$ cat src/rtl/i2c_addr_pkg.sv
package i2c_addr_pkg;
  localparam int ADDR_W     = 10;
  localparam int BYTE_W     = 8;
  localparam int STEP_MAX   = 5;
  localparam int STEP_IDX_W = $clog2(STEP_MAX);
  localparam int HI_W       = ADDR_W - BYTE_W;
  localparam int PREFIX_W   = BYTE_W - HI_W - 1;
  localparam logic [PREFIX_W-1:0] HDR_PREFIX = 5'b11110;

  typedef enum logic [1:0] {
    CMD_START   = 2'd0,
    CMD_RESTART = 2'd1,
    CMD_BYTE    = 2'd2
  } cmd_kind_e;

  typedef struct packed {
    cmd_kind_e         kind;
    logic [BYTE_W-1:0] data;
  } step_t;

  typedef struct packed {
    logic [ADDR_W-1:0] addr;
    logic              rd;
    logic              ten;
    logic              hdr_only;
  } cfg_t;

  typedef enum logic [1:0] {
    ST_IDLE  = 2'd0,
    ST_ISSUE = 2'd1,
    ST_ACK   = 2'd2
  } seq_state_e;
endpackage

$ cat src/rtl/i2c_addr_cfg_hold.sv
module i2c_addr_cfg_hold
  import i2c_addr_pkg::*;
(
  input  logic clk,
  input  logic rst_n,
  input  logic capture,
  input  cfg_t cfg_in,
  output cfg_t cfg_q
);
  always_ff @(posedge clk) begin
    if (!rst_n)       cfg_q <= '0;
    else if (capture) cfg_q <= cfg_in;
  end
endmodule

$ cat src/rtl/i2c_addr_plan.sv
module i2c_addr_plan
  import i2c_addr_pkg::*;
(
  input  cfg_t                         cfg,
  output step_t [STEP_MAX-1:0]         steps,
  output logic  [STEP_IDX_W-1:0]       last_idx
);
  logic [BYTE_W-1:0] hdr_wr;
  logic [BYTE_W-1:0] hdr_rd;
  logic [BYTE_W-1:0] low_byte;
  logic [BYTE_W-1:0] short_byte;

  always_comb begin
    hdr_wr     = {HDR_PREFIX, cfg.addr[ADDR_W-1:BYTE_W], 1'b0};
    hdr_rd     = {HDR_PREFIX, cfg.addr[ADDR_W-1:BYTE_W], 1'b1};
    low_byte   = cfg.addr[BYTE_W-1:0];
    short_byte = {cfg.addr[BYTE_W-1:1], cfg.rd};
  end

  always_comb begin
    for (int i = 0; i < STEP_MAX; i++) begin
      steps[i].kind = CMD_START;
      steps[i].data = '0;
    end
    last_idx = STEP_IDX_W'(1);
    if (!cfg.ten) begin
      steps[1].kind = CMD_BYTE;
      steps[1].data = short_byte;
    end else if (cfg.rd && cfg.hdr_only) begin
      steps[1].kind = CMD_BYTE;
      steps[1].data = hdr_rd;
    end else begin
      steps[1].kind = CMD_BYTE;
      steps[1].data = hdr_wr;
      steps[2].kind = CMD_BYTE;
      steps[2].data = low_byte;
      last_idx      = STEP_IDX_W'(2);
      if (cfg.rd) begin
        steps[3].kind = CMD_RESTART;
        steps[4].kind = CMD_BYTE;
        steps[4].data = hdr_rd;
        last_idx      = STEP_IDX_W'(4);
      end
    end
  end
endmodule

$ cat src/rtl/i2c_addr_fsm.sv
module i2c_addr_fsm
  import i2c_addr_pkg::*;
(
  input  logic                       clk,
  input  logic                       rst_n,
  input  logic                       start_req,
  input  step_t [STEP_MAX-1:0]       steps,
  input  logic  [STEP_IDX_W-1:0]     last_idx,
  output logic                       accept,
  output logic                       busy,
  output logic                       done,
  output logic                       nack,
  output logic                       cmd_valid,
  input  logic                       cmd_ready,
  output logic  [1:0]                cmd_kind,
  output logic  [BYTE_W-1:0]         cmd_data,
  input  logic                       rsp_valid,
  input  logic                       rsp_nack
);
  seq_state_e            state;
  logic [STEP_IDX_W-1:0] idx;
  step_t                 cur;
  logic [STEP_IDX_W-1:0] idx_next;

  always_comb begin
    cur      = steps[idx];
    idx_next = idx + STEP_IDX_W'(1);
    accept   = (state == ST_IDLE) && start_req;
    busy     = (state != ST_IDLE);
    cmd_valid = (state == ST_ISSUE);
    cmd_kind  = cur.kind;
    cmd_data  = cur.data;
  end

  always_ff @(posedge clk) begin
    if (!rst_n) begin
      state <= ST_IDLE;
      idx   <= '0;
      done  <= 1'b0;
      nack  <= 1'b0;
    end else begin
      done <= 1'b0;
      nack <= 1'b0;
      unique case (state)
        ST_IDLE: begin
          if (start_req) begin
            state <= ST_ISSUE;
            idx   <= '0;
          end
        end
        ST_ISSUE: begin
          if (cmd_ready) begin
            if (cur.kind == CMD_BYTE) state <= ST_ACK;
            else                      idx   <= idx_next;
          end
        end
        ST_ACK: begin
          if (rsp_valid) begin
            if (rsp_nack) begin
              nack  <= 1'b1;
              state <= ST_IDLE;
            end else if (idx == last_idx) begin
              done  <= 1'b1;
              state <= ST_IDLE;
            end else begin
              idx   <= idx_next;
              state <= ST_ISSUE;
            end
          end
        end
        default: state <= ST_IDLE;
      endcase
    end
  end
endmodule

$ cat src/rtl/i2c_addr_seq.sv
module i2c_addr_seq
  import i2c_addr_pkg::*;
(
  input  logic              clk,
  input  logic              rst_n,
  input  logic              start_req,
  input  logic [ADDR_W-1:0] tgt_addr,
  input  logic              dir_rd,
  input  logic              addr10,
  input  logic              hdr_only_rd,
  output logic              busy,
  output logic              done,
  output logic              nack,
  output logic              cmd_valid,
  input  logic              cmd_ready,
  output logic [1:0]        cmd_kind,
  output logic [BYTE_W-1:0] cmd_data,
  input  logic              rsp_valid,
  input  logic              rsp_nack
);
  cfg_t                   cfg_in;
  cfg_t                   cfg_q;
  logic                   accept;
  step_t [STEP_MAX-1:0]   steps;
  logic [STEP_IDX_W-1:0]  last_idx;

  always_comb begin
    cfg_in.addr     = tgt_addr;
    cfg_in.rd       = dir_rd;
    cfg_in.ten      = addr10;
    cfg_in.hdr_only = hdr_only_rd;
  end

  i2c_addr_cfg_hold u_hold (
    .clk     (clk),
    .rst_n   (rst_n),
    .capture (accept),
    .cfg_in  (cfg_in),
    .cfg_q   (cfg_q)
  );

  i2c_addr_plan u_plan (
    .cfg      (cfg_q),
    .steps    (steps),
    .last_idx (last_idx)
  );

  i2c_addr_fsm u_fsm (
    .clk       (clk),
    .rst_n     (rst_n),
    .start_req (start_req),
    .steps     (steps),
    .last_idx  (last_idx),
    .accept    (accept),
    .busy      (busy),
    .done      (done),
    .nack      (nack),
    .cmd_valid (cmd_valid),
    .cmd_ready (cmd_ready),
    .cmd_kind  (cmd_kind),
    .cmd_data  (cmd_data),
    .rsp_valid (rsp_valid),
    .rsp_nack  (rsp_nack)
  );
endmodule

$ cat config.mk
export PLATFORM = sky130hd
export DESIGN_NAME = i2c_addr_seq
export DESIGN_NICKNAME = d
export VERILOG_FILES = /design/src/rtl/i2c_addr_pkg.sv /design/src/rtl/i2c_addr_cfg_hold.sv /design/src/rtl/i2c_addr_plan.sv /design/src/rtl/i2c_addr_fsm.sv /design/src/rtl/i2c_addr_seq.sv
export SDC_FILE = /design/constraint.sdc
export NUM_CORES = 1
export LEC_CHECK = 0
export BUFFER_PORTS_ARGS = -buffer_cell sky130_fd_sc_hd__buf_2
export CORE_ASPECT_RATIO = 1.75
export CORE_MARGIN = 3
export CORE_UTILIZATION = 23
export CTS_CLUSTER_DIAMETER = 80
export DETAILED_ROUTE_END_ITERATION = 6
export GPL_ROUTABILITY_DRIVEN = 0
export PLACE_DENSITY = 0.48
export SLEW_MARGIN = 0
export SYNTH_ARGS = -nofsm -noshare
export SYNTH_HDL_FRONTEND = slang
export SYNTH_SLANG_ARGS = --single-unit
$ cat constraint.sdc
create_clock -name clk -period 2.2 [get_ports clk]
set_input_delay 0.22 -clock clk [delete_from_list [all_inputs] [get_ports clk]]
set_output_delay 0.22 -clock clk [all_outputs]
set_load 0.05 [all_outputs]
After elaboration in Yosys (flattened, before gate mapping):

Index checks and enable logic that the tools add are counted.

* memory bits (read-only): 0
* bits in writable memories: 0
* output and inout port bits: 14
* word-level logic and storage cells: 61
* latch bits: 0
* bits of input ports: 19
* memories kept: 0
* register bits after elaboration: 20

* divide/modulo/power cells: 0
* eq/ne operators: 11
* bitwise logic cells: 3
* reduce and logical (&&, ||, !) cells: 9
* muxes and demuxes: 28
* $add $sub $neg: 1
* order comparisons: 1
* $mul: 0
* shift operators: 0

Operators by type and width (count)
* $mux W12: 3
* $bmux W10 S3: 1
* $mux W10: 3
* $mux W3: 9
* $mux W2: 5
* $ne A2 B2 Y1 const B: 5
* $pmux W3 S3: 1
* $mux W8: 1
* $reduce_and A7 Y1: 1
* $pmux W2 S3: 1
* $eq A2 B2 Y1 const B: 2
* $lt A3 B4 Y1 const B: 1
* $mux W1: 4
* $ne A2 B1 Y1 const B: 2
* $reduce_and A4 Y1: 1
* $reduce_or A4 Y1: 1
* $add A3 B1 Y3 const B: 1
* $eq A3 B3 Y1: 1
* $not A1 Y1: 3
* $reduce_and A3 Y1: 1
* $reduce_bool A3 Y1: 1
* $eq A2 B1 Y1 const B: 1
* $logic_and A1 B1 Y1: 2
* $logic_not A2 Y1: 1
* $reduce_bool A2 Y1: 1

Depth between registers and ports, before layout:

Gate-level depths: netlist of run 1.

* word-level depth: 9
* mapped depth: 7
* mapped depth without buffers: 7

Hierarchy:

Synthesis of run 1 repeated with hierarchy kept, for this count alone.

* cells, all modules: 204
* area, all modules: 1836.8 um2

Modules (own cells, without submodules)
* i2c_addr_fsm: cells an instance 102, area an instance 903.4 um2, seq. area each 140.1 um2, times used 1
* i2c_addr_cfg_hold: cells an instance 42, area an instance 506.7 um2, seq. area each 260.2 um2, times used 1
* i2c_addr_plan: cells an instance 60, area an instance 426.7 um2, seq. area each 0.0 um2, times used 1

Worst setup path before layout of run 1:

No wires, ideal clock.

* kind: reg-to-output
* start point: reg u_fsm.idx[2]
* end point: out cmd_data[2]
* data arrival time: 2.621 ns
* buffers on the path: 2
* data required time: 1.980 ns
* stages on the path, launching flop included: 7
* setup slack: -0.641 ns
* cell sequence: dfxtp_1 clkbuf_8 nor3b_1 nor4_1 nor2_1 buf_2 a21boi_0

* longest elaborated chain between the ends: 2

RTL lines
* start: declaration: line i2c_addr_fsm.sv:21 `logic [STEP_IDX_W-1:0] idx;`
* start signal: assignment: line i2c_addr_fsm.sv:54 `else idx <= idx_next;`
* start signal: assignment: line i2c_addr_fsm.sv:66 `idx <= idx_next;`
* $bmux W10 S3: line i2c_addr_fsm.sv:26 `cur = steps[idx];`
* $mux W10 (implied by the code): line i2c_addr_fsm.sv:26
* end: declaration: line i2c_addr_seq.sv:17 `output logic [BYTE_W-1:0] cmd_data,`

No other way between the ends. The select of a mux whose other input is x is not followed.

Worst setup path after layout of run 1:

* start point: reg u_hold.cfg_q[1] (netlist name)
* end point: out cmd_data[1]

* longest elaborated chain between the ends: 3
* elaborated cells on any way between the ends: 5
* those cells by class: 5 x mux

RTL lines
* $mux W8, or another cell as far along: line i2c_addr_plan.sv:26 `if (!cfg.ten) begin`
* $bmux W10 S3 (*): line i2c_addr_fsm.sv:26
* $mux W10 (implied by the code) (*): line i2c_addr_fsm.sv:26

Every way passes the cells marked *; elsewhere a longest branch is shown, timed or not. The select of a mux whose other input is x is not followed.

==> results.cfg, run 1 <==
[run_status]
status = finished, final reports clean

[route]
first_pass_iters = 4
post_drt_wl_per_cell_um = 14.1
drc_violation_count_after_routing = 0
drt_iter0_markers = 19
route.detailed.vias_per_inst = 4.84
routed-via-count = 1187
ant_nets = 0
totalWireLength_um = 3450

[timing]
timing_worst_slew_pin_value_ns = 0.582
grt_setup_unrepaired = no
post-route-period-util_pct = 95.3
fin_worst_skew_ns = 0.00848
max_slew_margin_pct = 61.2
fmax_mhz = 477
maxSlewViolCount = 0
setup_viol = 0
finalHoldViolations = 0
final_period_minus_worst_setup_slack_ns = 2.10

[power]
clockPowerShare_pct = 27.8
power.leakage_nw = 0.702
switching_fraction_pct = 36.8
p_comb_share_pct = 37.9
power_dens_cells_nw_per_um2 = 831
vdd_ir_drop_max_v = 0.000437
power_frac_seq_pct = 34.3
p_sw_mw = 0.497
cell_internal_pwr_mw = 0.852

[global_routing]
grt_first_pass_wirelength_um = 5460
number_of_antenna_violations_at_the_first_check_in_global_routing = 0
globalRouteTotalUtil_pct = 11.0
pin_count_of_the_biggest_net_entering_global_routing = 15
first_global_vias = 1199
overflow = 0

[critical_path]
timing.critical_path.from_type = flop
worst_r2r_endpoint = u_fsm.idx[1]
reg2regPathDepth = 7
worst-r2r-setup-slack_ns = 0.11
path_class = flop to primary output
worstSetupEndpointType = primary output
timing.critical_path.required_ns = 1.98
r2r-start = u_hold.cfg_q[1]
arrival_ns = 1.88
worst-path-max-fanout = 8

[floorplan]
rows = 34
die_w_um = 61.8
start_util_pct = 24.5
die_area_um2 = 6400
pin_count = 33
die-height_um = 104
core_um2 = 5100

[placement]
placedInstanceArea_um2 = 1490
placement.io_buffers = 32
detailedPlacementHpwl_um = 2670
dpl.cell_count = 240

[finish]
most_frequent_cells_in_the_layout = nand2_1 (36), buf_2 (26), a21oi_1 (17)
post_layout_nonfiller_instances = 245
drive_above_1_share_pct = 34.0
syn2layout_area_growth_pct = 29.7
antenna_cells_inserted = 0
layout_commonest_cell = nand2_1
num-nets-final = 217
postLayoutCellArea_um2 = 1620

[logic_synthesis]
synth-seq-area-share_pct = 32.0
ys.flop_type = dfxtp_1
synthesis.instances = 154
post_synth.cell_area_avg_um2 = 8.13
ys_seq_elements = 20
synthesis.nets = 179
ys_types = 41
synth_edf_count = 0
fraction_of_synthesis_flops_using_an_asynchronous_set_or_reset_pin_pct = 0
syn_area_um2 = 1250
yosysWarnings = 0

[clocking]
clk_buf_depth = 2
clock_latency_ns = 0.26
cts_inserted_buffers = 3
clock-sinks = 20
cts-htree-levels = 1
tritoncts_clock_tree = built
clk_root_buffer_cell = clkbuf_8
clkSlewWorstSetupHoldPaths_ns = 0.09

[min_path]
min_delay_path_depth = 2
hold_path_startpoint = rsp_nack
hold_path_class = input pin to flop
min_delay_worst_endpoint = u_fsm.done

[flow_run]
timing.max_cap.violations = 0
routing by layer:
metal	GRT usage, %	routed length [um]	share of wire, %
met1	11.4	1300	38
met2	20.8	1960	57
met3	1.99	146	4.2
met4	3.19	31	0.90
met5	0	0	0
through the flow:
step,hold WS (ns),power [mW],TNS (ns),setup WS [ns],util [%]
6_report,0.160,1.35,0,0.103,31.8
5_1_grt,0.182,1.43,0,0.00775,31.8
4_1_cts,0.154,1.34,0,0.00171,31.0
3_5_place_dp,0.431,0.955,0,0.113,29.1
3_3_place_gp,0.422,0.953,0,0.134,29.1
2_1_floorplan,0.296,0.826,-0.567,-0.285,-
sequential cells by signal, indices dropped and copies added (netlist names):
name and flops:
u_fsm.done 1, u_fsm.nack 1, u_fsm.state 2, u_fsm.idx 3
u_hold.cfg_q 13
how the worst max path moves through the flow:
| stage | end | depth (start not counted) | slack, ns | start |
|---|---|---|---|---|
| 3_5_place_dp | u_fsm.idx[1] | 6 | 0.11 | u_fsm.idx[1] |
| 2_1_floorplan | cmd_kind[0] | 3 | -0.28 | u_fsm.idx[1] |
| 6_report | cmd_data[1] | 6 | 0.10 | u_hold.cfg_q[1] |
| 5_1_grt | cmd_data[1] | 6 | 0.008 | u_fsm.idx[1] |
| 3_3_place_gp | u_fsm.idx[1] | 6 | 0.13 | u_fsm.idx[1] |
| 4_1_cts | cmd_data[1] | 6 | 0.002 | u_hold.cfg_q[2] |
area by class of cell:
cell class / instances / area [um^2]
fillers: 580 / 3480
multi-input cells: 115 / 793
clock inverters: 1 / 30.0
clock buffers: 3 / 41.3
repair buffers: 41 / 243
inverters: 11 / 41.3
flip-flops and latches: 20 / 408
well taps: 54 / 67.6
critical path, cell delays in order, from the launching register on:
cell and delay (ns):
dfxtp_1 0.41, and2b_2 0.27, nor2_1 0.28, nor2_4 0.11, a31oi_1 0.29, nor2_4 0.04, clkbuf_4 0.21
power by group through the flow:
stage | Combinational (mW) | Clock (mW) | Sequential [mW]
floorplan | 0.373 | 0 | 0.453
global placement | 0.483 | 0 | 0.471
detailed placement | 0.484 | 0 | 0.470
CTS | 0.497 | 0.385 | 0.462
global route | 0.560 | 0.396 | 0.470
finish | 0.511 | 0.375 | 0.463
synthesized netlist by cell type (all sizes together) (2+ instances only):
master	count	area, um^2
nor3	2	10.0
and2	3	20.0
a21oi	17	85.1
o21ai	2	10.0
nor3b	6	45.0
buf	3	23.8
mux2i	3	30.0
inv	11	41.3
o2111ai	2	17.5
clkbuf	5	38.8
nor2	6	22.5
ha	6	75.1
nand2	36	135
o21a	4	30.0
a211o	2	17.5
and4bb	2	28.8
and2b	3	26.3
nand3	3	15.0
a31oi	2	12.5
dfxtp	20	400
kinds of logic (layout without fill, tap and decap cells):
group                    after synthesis  count (layout)  share of synthesized area, %
AND/OR/NAND/NOR                       66              66                          27.2
AO/OA/AOI/OAI                         40              40                          24.2
flip-flops                            20              20                          32.0
buffers and inverters                 19              56                          8.29
adder cells (fa/ha/maj)                6               6                          5.99
multiplexers                           3               3                          2.40
timing repair:
item                       CTS  global route
gates resized for setup      7            11
pin swaps                    1             1
hold buffers                 0             0
setup endpoints to repair    6             9
setup buffers                1             0
Power figures use the tool's default switching activity.
==> run 2, diff against run 1 <==
Settings changed: PLACE_DENSITY 0.48 to not set.
==> results.cfg, run 2 (synthesized netlist as in run 1, its figures left out) <==
[run_status]
status = finished, final reports clean

[critical_path]
cpLargestDelayFamily = buffers and inverters
arrival_ns = 1.87
cp_common_cell = buf_4
timing.critical_path.from_type = flop
path_class = flop to primary output
crit_buf_inv = 3
worst-path-max-fanout = 6
path_cells = buf_4 -> nor3b_4 -> nor2_1 -> nor2_4 -> buf_4 -> o21a_1 -> buf_2
timing.critical_path.required_ns = 1.98
worst_path_largest_cell_delay_ns = 0.34
cpMaxStageDelayCell = dfxtp_1
worstSetupEndpointType = primary output

[global_routing]
first_global_vias = 1214
grt_first_pass_wirelength_um = 5570
overflow = 0
globalRouteTotalUtil_pct = 11.0
number_of_antenna_violations_at_the_first_check_in_global_routing = 0
pin_count_of_the_biggest_net_entering_global_routing = 15

[clocking]
clk_root_buffer_cell = clkbuf_8
post_cts.repair.setup_buffers = 0
tritoncts_clock_tree = built
clock_latency_ns = 0.26
cts_inserted_buffers = 3
clk_buf_depth = 2
clock-sinks = 20
clkSlewWorstSetupHoldPaths_ns = 0.08
cts-htree-levels = 1

[timing]
fin_worst_skew_ns = 0.00210
final_period_minus_worst_setup_slack_ns = 2.09
max_slew_margin_pct = 61.6
post-route-period-util_pct = 94.8
maxSlewViolCount = 0
timing_worst_slew_pin_value_ns = 0.576
finalHoldViolations = 0
setup_viol = 0
grt_setup_unrepaired = no
finalHoldWorstSlack_ns = 0.150
fin_ws_ns = 0.114
fmax_mhz = 479

[finish]
most_frequent_cells_in_the_layout = nand2_1 (36), buf_2 (28), a21oi_1 (17)
multiInputGateArea_um2 = 806
postLayoutCellArea_um2 = 1610
largest_register_ffs = 13
num-nets-final = 217
layout_commonest_cell = nand2_1
top_register = u_hold.cfg_q
layout_top_registers = u_hold.cfg_q x13, u_fsm.idx x3, u_fsm.state x2
number_of_inserted_filler_cells_in_the_final_layout = 579
antenna_cells_inserted = 0
total_area_of_sequential_cells_um2 = 405
drive_above_1_share_pct = 34.6
syn2layout_area_growth_pct = 28.8

[power]
clockPowerShare_pct = 22.6
cell_internal_pwr_mw = 0.772
switching_fraction_pct = 38.4
power.leakage_nw = 0.689
report.power.total_mw = 1.25
power_dens_cells_nw_per_um2 = 777
p_comb_share_pct = 40.1
vdd_ir_drop_max_v = 0.000473
power_frac_seq_pct = 37.3
p_sw_mw = 0.482

[route]
drt_iter0_markers = 22
ant_nets = 0
route.detailed.vias_per_inst = 4.82
post_drt_wl_per_cell_um = 13.3
totalWireLength_um = 3260
first_pass_iters = 4
routed-via-count = 1182
drc_violation_count_after_routing = 0

[floorplan]
die-height_um = 104
die_area_um2 = 6400
core_um2 = 5100
rows = 34
start_util_pct = 24.5
die_w_um = 61.8
pin_count = 33

[min_path]
hold_path_class = input pin to flop

[placement]
place_ws_ns = 0.0652
placement.io_buffers = 32
detailedPlacementHpwl_um = 2640
placedInstanceArea_um2 = 1490

[flow_run]
timing.max_cap.violations = 0
[run 2: worst paths after layout]
check	start	endpoint	slack (ns)	cells after the start
max reg2reg	u_fsm.idx[0]	u_fsm.idx[0]	0.22	6
max	u_fsm.idx[1]	cmd_data[6]	0.11	7
min	rsp_nack	u_fsm.done	0.15	2
min reg2reg	u_hold.cfg_q[6]	u_hold.cfg_q[6]	0.45	2
[run 2: worst reg2reg max path, stage by stage (launching register included)]
cell and delay [ns]:
dfxtp_2 0.37, buf_4 0.16, and2b_2 0.20, a221oi_2 0.34, o311ai_2 0.18, a2111oi_4 0.45, mux2i_1 0.22
[run 2: routing by layer]
layer	global-route usage, %	share of wire [%]	vias to the layer above
met4	2.73	0.89	0
met2	20.6	58	23
met1	11.9	36	542
li1	-	-	615
met5	0	0	-
met3	1.74	5.2	2
[run 2: repair_timing]
action,4_1_cts,5_1_grt
gates resized for setup,6,11
pin swaps,1,1
hold buffers,0,0
gates cloned,0,0
setup endpoints to repair,6,7
[run 2: per-stage QoR]
| stage | cells | setup TNS, ns | utilization, % |
|---|---|---|---|
| floorplan | 154 | -0.567 | - |
| global placement | 241 | 0 | 29.2 |
| detailed placement | 241 | 0 | 29.2 |
| CTS | 245 | 0 | 30.8 |
| global route | 245 | 0 | 31.6 |
| finish | 245 | 0 | 31.6 |
[run 2: area by class of cell]
cell class / count / area share (%)
Timing Repair Buffer: 41 / 14.7
Tap cell: 54 / 4.19
Multi-Input combinational cell: 115 / 50.0
Sequential cell: 20 / 25.1
Clock buffer: 4 / 3.41
Inverter: 11 / 2.56
[run 2: power groups by stage]
| stage | Clock (mW) | Sequential [mW] | Combinational, mW |
|---|---|---|---|
| 6_report | 0.283 | 0.467 | 0.503 |
| 3_5_place_dp | 0 | 0.473 | 0.477 |
| 5_1_grt | 0.306 | 0.477 | 0.559 |
| 3_3_place_gp | 0 | 0.471 | 0.475 |
| 4_1_cts | 0.294 | 0.464 | 0.486 |
| 2_1_floorplan | 0 | 0.453 | 0.373 |
==> run 3, diff against run 2 <==
Settings changed: BUFFER_PORTS_ARGS -buffer_cell sky130_fd_sc_hd__buf_2 to not set, DONT_BUFFER_PORTS set to 1.
==> results.cfg, run 3 (synthesized netlist as in run 1, its figures left out) <==
[clocking]
tritoncts_clock_tree = built
clk_buf_depth = 2
clock-sinks = 20
clkSlewWorstSetupHoldPaths_ns = 0.08
cts_inserted_buffers = 3
cts-htree-levels = 1
post_cts_hold_buffer_count = 0
clk_root_buffer_cell = clkbuf_8
clock_latency_ns = 0.26

[critical_path]
cp_common_cell = buf_4
worst_path_largest_cell_delay_ns = 0.36
worst_setup_path_startpoint = u_fsm.idx[0]
cpMaxStageDelayCell = dfxtp_2
path_cells = buf_4 -> and2b_2 -> a31oi_1 -> nor2_1 -> o21ai_0 -> a21boi_1 -> buf_4
cpLargestDelayFamily = simple AND/OR/NAND/NOR gates
worstSetupPathDepth = 7
path_class = flop to primary output
crit_buf_inv = 2
arrival_ns = 1.88
worst-r2r-setup-slack_ns = 0.15
r2r-start = u_fsm.idx[2]
timing.critical_path.required_ns = 1.98
worst-path-max-fanout = 8
timing.critical_path.from_type = flop
worstSetupEndpointType = primary output
reg2regPathDepth = 5

[timing]
finalHoldViolations = 0
maxSlewViolCount = 0
fmax_mhz = 475
post-route-period-util_pct = 95.6
finalHoldWorstSlack_ns = 0.0246
fin_ws_ns = 0.0964
timing_worst_slew_pin_value_ns = 0.579
setup-tns-final_ns = 0
fin_worst_skew_ns = 0.00412
setup_viol = 0
final_period_minus_worst_setup_slack_ns = 2.10
max_slew_margin_pct = 61.4

[placement]
placedInstanceArea_um2 = 1440
dpl.cell_count = 216
place_ws_ns = 0.135
placement.io_buffers = 0
detailedPlacementHpwl_um = 2690

[global_routing]
number_of_antenna_violations_at_the_first_check_in_global_routing = 0
first_global_vias = 1165
overflow = 0
grt_use_met2_pct = 19.9
grt_most_used_layer = met2
grt_first_pass_wirelength_um = 5380
grt_util_met3_pct = 2.24
pin_count_of_the_biggest_net_entering_global_routing = 15
groute.layer.met1.usage_pct = 11.4
globalRouteTotalUtil_pct = 11.0

[floorplan]
pin_count = 33
rows = 34
die-height_um = 104
die_area_um2 = 6400
start_util_pct = 24.5
core_um2 = 5100
die_w_um = 61.8

[finish]
layout_commonest_cell = nand2_1
post_layout_nonfiller_instances = 222
syn2layout_area_growth_pct = 23.9
layout_top_registers = u_hold.cfg_q x13, u_fsm.idx x3, u_fsm.state x2
most_frequent_cells_in_the_layout = nand2_1 (36), dfxtp_1 (18), a21oi_1 (17)
antenna_cells_inserted = 0
top_register = u_hold.cfg_q
largest_register_ffs = 13
final_core_utilization_pct = 30.4
postLayoutCellArea_um2 = 1550
drive_above_1_share_pct = 24.4
num-nets-final = 194

[min_path]
min_delay_path_depth = 1
hold_path_class = input pin to flop
hold_path_startpoint = rsp_nack

[run_status]
status = finished, final reports clean

[route]
drt_iter0_markers = 11
routed-via-count = 1116
totalWireLength_um = 3310
route.detailed.vias_per_inst = 5.03
drc_violation_count_after_routing = 0
ant_nets = 0
first_pass_iters = 4
post_drt_wl_per_cell_um = 14.9

[flow_run]
timing.max_cap.violations = 0

[power]
power.leakage_nw = 0.608
power_dens_cells_nw_per_um2 = 796
vdd_ir_drop_max_v = 0.000318
report.power.total_mw = 1.24
## run 3: area by class of cell
| class | instances | area (um^2) |
|---|---|---|
| clock buffers | 4 | 55.1 |
| fillers | 554 | 3550 |
| flip-flops and latches | 20 | 403 |
| inverters | 11 | 41.3 |
| multi-input cells | 115 | 800 |
| well taps | 54 | 67.6 |
| repair buffers | 18 | 185 |
## run 3: repair_timing
item                                    CTS  global route
buffers inserted                          2             0
pin swaps                                 1             1
endpoints found under the setup margin    5            10
resized for setup                         0             8
## run 3: metal layers
layer / vias to the layer above / share of wire [%]
li1: 566 / -
met1: 516 / 36
met2: 28 / 57
met3: 6 / 5.2
met4: 0 / 2.2
met5: - / 0
## run 3: power breakdown
part	internal, mW	leakage, nW	switching, mW
sequential	0.413	0.164	0.0555
combinational	0.187	0.415	0.296
clock	0.159	0.0288	0.124
total	0.759	0.608	0.476
## run 3: path summary, 6_finish.rpt
path / endpoint
setup reg to reg: u_fsm.idx[0]
hold reg to reg: u_hold.cfg_q[6]
hold / removal: u_fsm.done
setup / recovery: cmd_data[2]
## run 3: worst register-to-register path, stage by stage (launching register included)
cell and delay [ns]:
dfxtp_1 0.49, and2b_2 0.28, a221oi_2 0.35, o311ai_2 0.18
a2111oi_4 0.46, mux2i_1 0.23
